File: src/rtl/mcc_pkg.sv
package mcc_pkg;
  localparam int OPC_W = 6;
  localparam int ST_W  = 4;

  localparam logic [OPC_W-1:0] OPC_REG    = 6'b000000;
  localparam logic [OPC_W-1:0] OPC_LOAD   = 6'b100011;
  localparam logic [OPC_W-1:0] OPC_STORE  = 6'b101011;
  localparam logic [OPC_W-1:0] OPC_BRANCH = 6'b000100;
  localparam logic [OPC_W-1:0] OPC_JUMP   = 6'b000010;

  typedef enum logic [ST_W-1:0] {
    ST_FETCH   = 4'd0,
    ST_DECODE  = 4'd1,
    ST_ADDR    = 4'd2,
    ST_LDREAD  = 4'd3,
    ST_LDWB    = 4'd4,
    ST_STWRITE = 4'd5,
    ST_EXEC    = 4'd6,
    ST_RWB     = 4'd7,
    ST_BRANCH  = 4'd8,
    ST_JUMP    = 4'd9
  } st_e;

  typedef struct packed {
    logic       pc_wr_en;
    logic       pc_wr_cond;
    logic       addr_from_alu;
    logic       mem_rd;
    logic       mem_wr;
    logic       ir_load;
    logic       wb_from_mem;
    logic [1:0] pc_src_sel;
    logic [1:0] alu_op_sel;
    logic       alu_a_sel;
    logic [1:0] alu_b_sel;
    logic       rf_wr_en;
    logic       rf_dst_rd;
  } ctrl_t;
endpackage

File: src/rtl/mcc_next_state.sv
module mcc_next_state
  import mcc_pkg::*;
(
  input  st_e              cur,
  input  logic [OPC_W-1:0] opcode,
  output st_e              nxt
);
  always_comb begin
    nxt = ST_FETCH;
    unique case (cur)
      ST_FETCH:  nxt = ST_DECODE;
      ST_DECODE: begin
        if (opcode == OPC_LOAD || opcode == OPC_STORE) nxt = ST_ADDR;
        else if (opcode == OPC_REG)                    nxt = ST_EXEC;
        else if (opcode == OPC_BRANCH)                 nxt = ST_BRANCH;
        else if (opcode == OPC_JUMP)                   nxt = ST_JUMP;
        else                                           nxt = ST_FETCH;
      end
      ST_ADDR: begin
        if (opcode == OPC_LOAD)       nxt = ST_LDREAD;
        else if (opcode == OPC_STORE) nxt = ST_STWRITE;
        else                          nxt = ST_FETCH;
      end
      ST_LDREAD: nxt = ST_LDWB;
      ST_EXEC:   nxt = ST_RWB;
      default:   nxt = ST_FETCH;
    endcase
  end
endmodule

File: src/rtl/mcc_ctrl_rom.sv
module mcc_ctrl_rom
  import mcc_pkg::*;
(
  input  st_e   cur,
  output ctrl_t ctl
);
  always_comb begin
    ctl = '0;
    unique case (cur)
      ST_FETCH: begin
        ctl.mem_rd    = 1'b1;
        ctl.ir_load   = 1'b1;
        ctl.pc_wr_en  = 1'b1;
        ctl.alu_b_sel = 2'b01;
      end
      ST_DECODE:  ctl.alu_b_sel = 2'b11;
      ST_ADDR: begin
        ctl.alu_a_sel = 1'b1;
        ctl.alu_b_sel = 2'b10;
      end
      ST_LDREAD: begin
        ctl.mem_rd        = 1'b1;
        ctl.addr_from_alu = 1'b1;
      end
      ST_LDWB: begin
        ctl.rf_wr_en    = 1'b1;
        ctl.wb_from_mem = 1'b1;
      end
      ST_STWRITE: begin
        ctl.mem_wr        = 1'b1;
        ctl.addr_from_alu = 1'b1;
      end
      ST_EXEC: begin
        ctl.alu_a_sel  = 1'b1;
        ctl.alu_op_sel = 2'b10;
      end
      ST_RWB: begin
        ctl.rf_wr_en  = 1'b1;
        ctl.rf_dst_rd = 1'b1;
      end
      ST_BRANCH: begin
        ctl.alu_a_sel  = 1'b1;
        ctl.alu_op_sel = 2'b01;
        ctl.pc_src_sel = 2'b01;
        ctl.pc_wr_cond = 1'b1;
      end
      ST_JUMP: begin
        ctl.pc_src_sel = 2'b10;
        ctl.pc_wr_en   = 1'b1;
      end
      default: ctl = '0;
    endcase
  end
endmodule

File: src/rtl/mcc_state_reg.sv
module mcc_state_reg #(
  parameter int W = 4
) (
  input  logic         clk,
  input  logic         rst_n,
  input  logic         en,
  input  logic [W-1:0] d,
  output logic [W-1:0] q
);
  always_ff @(posedge clk or negedge rst_n) begin
    if (!rst_n)  q <= '0;
    else if (en) q <= d;
  end
endmodule

File: src/rtl/mcc_ctrl_fsm.sv
module mcc_ctrl_fsm
  import mcc_pkg::*;
(
  input  logic             clk,
  input  logic             rst_n,
  input  logic [OPC_W-1:0] opcode,
  output logic             pc_wr_en,
  output logic             pc_wr_cond,
  output logic             addr_from_alu,
  output logic             mem_rd,
  output logic             mem_wr,
  output logic             ir_load,
  output logic             wb_from_mem,
  output logic [1:0]       pc_src_sel,
  output logic [1:0]       alu_op_sel,
  output logic             alu_a_sel,
  output logic [1:0]       alu_b_sel,
  output logic             rf_wr_en,
  output logic             rf_dst_rd
);
  logic [ST_W-1:0] st_q;
  st_e             cur_st;
  st_e             nxt_st;
  ctrl_t           ctl;
  logic            step_en;

  assign step_en = 1'b1;
  assign cur_st  = st_e'(st_q);

  mcc_next_state u_next (
    .cur    (cur_st),
    .opcode (opcode),
    .nxt    (nxt_st)
  );

  mcc_state_reg #(.W(ST_W)) u_sreg (
    .clk   (clk),
    .rst_n (rst_n),
    .en    (step_en),
    .d     (nxt_st),
    .q     (st_q)
  );

  mcc_ctrl_rom u_rom (
    .cur (cur_st),
    .ctl (ctl)
  );

  assign pc_wr_en      = ctl.pc_wr_en;
  assign pc_wr_cond    = ctl.pc_wr_cond;
  assign addr_from_alu = ctl.addr_from_alu;
  assign mem_rd        = ctl.mem_rd;
  assign mem_wr        = ctl.mem_wr;
  assign ir_load       = ctl.ir_load;
  assign wb_from_mem   = ctl.wb_from_mem;
  assign pc_src_sel    = ctl.pc_src_sel;
  assign alu_op_sel    = ctl.alu_op_sel;
  assign alu_a_sel     = ctl.alu_a_sel;
  assign alu_b_sel     = ctl.alu_b_sel;
  assign rf_wr_en      = ctl.rf_wr_en;
  assign rf_dst_rd     = ctl.rf_dst_rd;
endmodule

File: config.mk
export PLATFORM = sky130hd
export DESIGN_NAME = mcc_ctrl_fsm
export DESIGN_NICKNAME = d
export VERILOG_FILES = /design/src/rtl/mcc_pkg.sv /design/src/rtl/mcc_next_state.sv /design/src/rtl/mcc_ctrl_rom.sv /design/src/rtl/mcc_state_reg.sv /design/src/rtl/mcc_ctrl_fsm.sv
export SDC_FILE = /design/constraint.sdc
export NUM_CORES = 1
export LEC_CHECK = 0
export ABC_AREA = 1
export BUFFER_PORTS_ARGS = -buffer_cell sky130_fd_sc_hd__buf_2
export CAP_MARGIN = 20
export CORE_AREA = 4 4 41 43
export DETAILED_ROUTE_END_ITERATION = 10
export DIE_AREA = 0 0 45 47
export PLACE_DENSITY = 0.67
export SETUP_SLACK_MARGIN = 0.5
export SLEW_MARGIN = 25
export SYNTH_ARGS = -nofsm -noshare
export SYNTH_HDL_FRONTEND = slang
export SYNTH_SLANG_ARGS = --single-unit
File: constraint.sdc
create_clock -name clk -period 3 [get_ports clk]
set_clock_uncertainty 0.05 [all_clocks]
set_input_delay 0.3 -clock clk [delete_from_list [all_inputs] [get_ports clk]]
set_output_delay 0.3 -clock clk [all_outputs]
set_load 0.01 [all_outputs]
==> flow_summary.json, run 1 <==
{
  "vias_per_cell": 4.374,
  "clk_latency_ns": 0.23,
  "yosysTopAreaCell": "dfrtp_1",
  "dieArea_um2": 2115,
  "synthCells": 74,
  "maxCapViolations": 0,
  "diodes": 0,
  "grt_antenna_before_repair": 0,
  "final_util": 0.4413,
  "cts_made_buffers": 3,
  "dp_hpwl_um": 892.3,
  "grt_pass1_wl_um": 1842,
  "grt_pass1_vias": 469,
  "syn_area_per_cell_um2": 5.613,
  "fmax_mhz": 606.3,
  "dr.pass1.iters": 4,
  "cp_cell_sequence": "nor2_1 -> inv_1 -> nor2_2 -> inv_1 -> o21ai_0 -> buf_2",
  "crit_type": "flip-flop to primary output",
  "yosys.area.top_type_share": 0.2410,
  "ys_async_sr_fraction": 1.000,
  "comb_power_share": 0.537,
  "clk_pin_slew_ns": 0.04,
  "htreeDepth": 1,
  "yosys_register_bits": 4,
  "cts_setup_buffers": 0,
  "max_slew_margin": 0.8604,
  "globalRouteOverflowTotal": 0,
  "grt_max_degree": 7,
  "hp-class": "input pin to flip-flop",
  "crit_top_cell": "inv_1",
  "synth.most_common_cell": "nor2_1",
  "p_sw_uw": 131.4,
  "pin_count": 24,
  "largest_reg_flops": 4,
  "root_buffer": "clkbuf_4",
  "grtUsageTotal": 0.1243,
  "clock-sinks": 4,
  "drc_errors": 0,
  "crit_slowest_cell": "dfrtp_1",
  "fin_worst_hold_slack_ns": 0.3245,
  "cts_tree": "built",
  "synth_area_leaders": "dfrtp_1, nor2_1, inv_1, nand3_1, nand2_1",
  "gp_congestion": 0.8345,
  "worst_slew_pin_slew_ns": 0.2087,
  "rows": 13,
  "io_buffers": 23,
  "p_int_uw": 167.0,
  "switching_share": 0.4403,
  "synth_fp_nets": 82,
  "layout_min_cycle_time_ns": 1.649,
  "layout_setup_ws_ns": 1.351,
  "clk_path_buf_depth": 2,
  "dr.first_iter.drc_count": 7,
  "die_y_um": 47,
  "initial_utilization": 0.3192,
  "drive_gt1_frac": 0.3500,
  "clockPowerShare": 0.221,
  "min_period_over_period": 0.5498,
  "synth_edf_count": 0,
  "finish.net_count": 110,
  "yosysWarningCount": 0,
  "setup_viol_count_final": 0,
  "ant_nets": 0,
  "syn-cell-area_um2": 415.4,
  "critPathMaxStageDelay_ns": 0.41,
  "hold_viol_final": 0,
  "seqPwrFrac": 0.242,
  "coreArea_um2": 1301,
  "synthTopCellsByCount": "nor2_1, inv_1, nand3_1",
  "routed-via-count": 503,
  "crit_path_max_fanout": 4,
  "wirelength_um": 1058,
  "wl_per_cell_um": 9.200,
  "ys.flop_type": "dfrtp_1",
  "grt_setup_unrepaired": "false",
  "p_total_uw": 298.4,
  "regMostFlops": "u_sreg.q",
  "pre_cts_slack_ns": 1.610,
  "worst_ep_required_time_ns": 2.65,
  "power.density_nw_per_um2": 519.6,
  "reg_top3": "u_sreg.q: 4 flops",
  "ir_drop_uv": 158.8,
  "yosysSeqAreaShare": 0.2410,
  "maxSlewViolCount": 0,
  "status": "complete, no violations",
  "areaGrowthSynthToFinish_pct": 38.25,
  "setup.worst_path.end_class": "primary output",
  "cts_resized": 0,
  "cp_data_arrival_time_ns": 1.30,
  "synth_cell_types": 16,
  "setup-tns-final_ns": 0,
  "cp-start-kind": "flip-flop",
  "p_leak_nw": 0.3543,
  "dieWidth_um": 45
}
[repair_timing]
action                                 in CTS  in global routing
hold buffers                                1                  0
endpoints found under the hold margin       4                  0
setup endpoints to repair                   0                  0
[logic make-up after synthesis]
family / after synthesis / share of synthesized area
and+or+nand+nor: 47 / 0.5241
buffers and inverters: 17 / 0.1627
AOI/OAI and AO/OA: 6 / 0.07227
DFF: 4 / 0.2410
[final cells by class]
type | instances | area, um^2
fillers | 154 | 726.9
flip-flops and latches | 4 | 100.1
multi-input cells | 53 | 247.7
inverters | 16 | 60.06
well taps | 15 | 18.77
repair buffers | 24 | 125.1
clock buffers | 3 | 22.52
[stage by stage]
stage,cells,area (um^2)
floorplan,74,415.4
global placement,111,541.8
detailed placement,111,541.8
CTS,115,574.3
global route,115,574.3
finish,115,574.3
[critical path, delay by kind of cell, from the launching register on]
kind | cells | cell delay (ns)
and+or+nand+nor | 2 | 0.28
buffers and inverters | 3 | 0.31
AOI/OAI and AO/OA | 1 | 0.07
DFF | 1 | 0.41
[placed cells by master, fill, tap and decap left out, drive strengths merged]
master,instances
inv,16
nand4,1
nor2,21
buf,23
nand2b,1
nand2,13
o21ai,4
dfrtp,4
dlygate4sd3,1
nor3,1
a21oi,2
clkbuf,3
nand3,10
[power groups by stage]
| stage | Sequential (mW) | Combinational, mW | Clock, mW |
|---|---|---|---|
| 2_1_floorplan | 0.0711 | 0.105 | 0 |
| 3_3_place_gp | 0.0734 | 0.159 | 0 |
| 3_5_place_dp | 0.0729 | 0.159 | 0 |
| 4_1_cts | 0.0724 | 0.160 | 0.0674 |
| 5_1_grt | 0.0745 | 0.181 | 0.0749 |
| 6_report | 0.0722 | 0.160 | 0.0659 |
[final timing paths]
check,from,endpoint,slack [ns],depth (start not counted)
min reg2reg,u_sreg.q[2],u_sreg.q[3],0.71,5
max,u_sreg.q[0],pc_wr_en,1.35,6
max in group asynchronous,rst_n,u_sreg.q[1],2.44,2
max reg2reg,u_sreg.q[3],u_sreg.q[1],1.85,5
min,opcode[1],u_sreg.q[3],0.32,4
min in group asynchronous,rst_n,u_sreg.q[0],0.34,2
[routing by layer]
metal / vias up / wire length [um] / global-route usage
li1: 278 / - / -
met5: - / 0 / 0
met4: 0 / 0 / 0.1111
met1: 204 / 449 / 0.1396
met3: 0 / 123 / 0.03831
met2: 21 / 485 / 0.1893
(Power assumes the default switching activity.)
==> inputs of run 2 (changes only) <==
==> constraint.sdc (replaced) <==
create_clock -name clk -period 1.7 [get_ports clk]
set_clock_uncertainty 0.05 [all_clocks]
set_input_delay 0.17 -clock clk [delete_from_list [all_inputs] [get_ports clk]]
set_output_delay 0.17 -clock clk [all_outputs]
set_load 0.01 [all_outputs]
==> flow_summary.json, run 2 (synthesis gave the netlist of run 1 again) <==
{
  "dieWidth_um": 45,
  "final_cell_mix": "buf_2, nor2_1, buf_4, inv_1, nand2_1",
  "dr.first_iter.drc_count": 17,
  "cts_made_buffers": 3,
  "maxCapViolations": 0,
  "rows": 13,
  "setup_viol_count_final": 0,
  "r2r_cells": 7,
  "reg_top3": "u_sreg.q: 4 flops",
  "dieArea_um2": 2115,
  "grt_pass1_wl_um": 2380,
  "htreeDepth": 1,
  "globalRouteOverflowTotal": 0,
  "layout_min_cycle_time_ns": 1.473,
  "cp-start-kind": "flip-flop",
  "wl_per_cell_um": 10.79,
  "setup-tns-final_ns": 0,
  "initial_utilization": 0.3192,
  "pin_count": 24,
  "reg2reg_slack_ns": 0.38,
  "layout_commonest_cell": "buf_2",
  "p_total_uw": 761.4,
  "drive_gt1_frac": 0.6034,
  "crit_path_max_fanout": 6,
  "wirelength_um": 1414,
  "rr_endpoint": "u_sreg.q[0]",
  "ant_nets": 0,
  "regArea_um2": 100.1,
  "min_period_over_period": 0.8666,
  "diodes": 0,
  "dp_hpwl_um": 892.3,
  "coreArea_um2": 1301,
  "hp-class": "input pin to asynchronous set/reset pin",
  "clk_pin_slew_ns": 0.04,
  "clock-sinks": 4,
  "drc_errors": 0,
  "io_buffers": 23,
  "regMostFlops": "u_sreg.q",
  "gp_congestion": 0.8345,
  "maxSlewViolCount": 0,
  "dpl_cell_area_um2": 541.8,
  "worst_slew_pin_slew_ns": 0.2588,
  "design_area_um2": 807.0,
  "setup.worst_path.end_class": "primary output",
  "max_slew_margin": 0.8268,
  "clk_latency_ns": 0.23,
  "multi_input_area_um2": 330.3,
  "dr.pass1.iters": 3,
  "grt_setup_unrepaired": "true",
  "grt_max_degree": 7,
  "fmax_mhz": 678.8,
  "worst_ep_required_time_ns": 1.48,
  "grt_pass1_vias": 557,
  "largest_reg_flops": 4,
  "hold_viol_final": 0,
  "ir_drop_uv": 319.3,
  "p_leak_nw": 0.4828,
  "crit_type": "flip-flop to primary output",
  "finish.net_count": 126,
  "cp_data_arrival_time_ns": 1.25,
  "clk_path_buf_depth": 2,
  "power.density_nw_per_um2": 943.5,
  "die_y_um": 47,
  "vias_per_cell": 4.511,
  "root_buffer": "clkbuf_4",
  "grtUsageTotal": 0.1591,
  "cts_tree": "built",
  "status": "complete, no violations",
  "grt_antenna_before_repair": 0,
  "routed-via-count": 591,
  "final_util": 0.6202,
  "fill_cells": 115,
  "areaGrowthSynthToFinish_pct": 94.28,
  "r2r-start": "u_sreg.q[1]"
}
run 2: cell types whose count changed in the layout (fill, tap and decap cells not counted), moves of 3 or more:
cell / change
nor2_1: -5
inv_1: -4
nor2_2: +3
nand3_1: -4
nand2_4: +4
buf_4: +12
o21ai_0: -3
inv_2: +3
buf_6: +6
nand3_2: +4
run 2: repair_timing:
action	in CTS	in global routing
endpoints found under the setup margin	16	20
setup buffers	14	2
hold buffers	1	0
hold endpoints to repair	4	0
gates resized for setup	19	16
pin swaps	10	9
run 2: final cells by class:
cell class,count,area share
clock buffers,3,0.02791
inverters,16,0.07752
multi-input cells,53,0.4093
flip-flops and latches,4,0.1240
well taps,15,0.02326
repair buffers,40,0.3380
run 2: worst max path at each step:
stage	start	to	slack (ns)
6_report	u_sreg.q[1]	pc_wr_en	0.23
5_1_grt	u_sreg.q[0]	pc_wr_en	0.13
4_1_cts	u_sreg.q[1]	pc_wr_en	0.24
3_5_place_dp	u_sreg.q[0]	pc_wr_en	0.44
3_3_place_gp	u_sreg.q[0]	pc_wr_en	0.43
2_1_floorplan	u_sreg.q[0]	pc_wr_en	0.51
run 2: per-stage QoR:
step | setup slack (ns) | hold WS (ns) | std cells
6_report | 0.2267 | 0.2171 | 131
2_1_floorplan | 0.5137 | -0.1756 | 74
3_5_place_dp | 0.4403 | -0.07630 | 111
5_1_grt | 0.1269 | 0.2242 | 131
4_1_cts | 0.2362 | 0.1897 | 129
3_3_place_gp | 0.4251 | -0.07663 | 111
run 2: where the power goes:
part           switching, mW  total, mW  internal, mW
registers             0.0131      0.124         0.111
clock network         0.0344      0.113        0.0786
logic                  0.273      0.525         0.252
run 2: critical path, cell delays in order, from the launching register on:
cell and delay (ns):
dfrtp_1 0.39, buf_6 0.13, buf_6 0.12, inv_4 0.05, nand2_4 0.06, o21ai_1 0.14
buf_2 0.14
run 2: routing by layer:
metal / part of all wire / track usage / vias up
met4: 0 / 0.1170 / 0
met3: 0.076 / 0.04215 / 0
li1: - / - / 311
met1: 0.41 / 0.1693 / 257
met2: 0.52 / 0.2712 / 23
met5: 0 / 0 / -
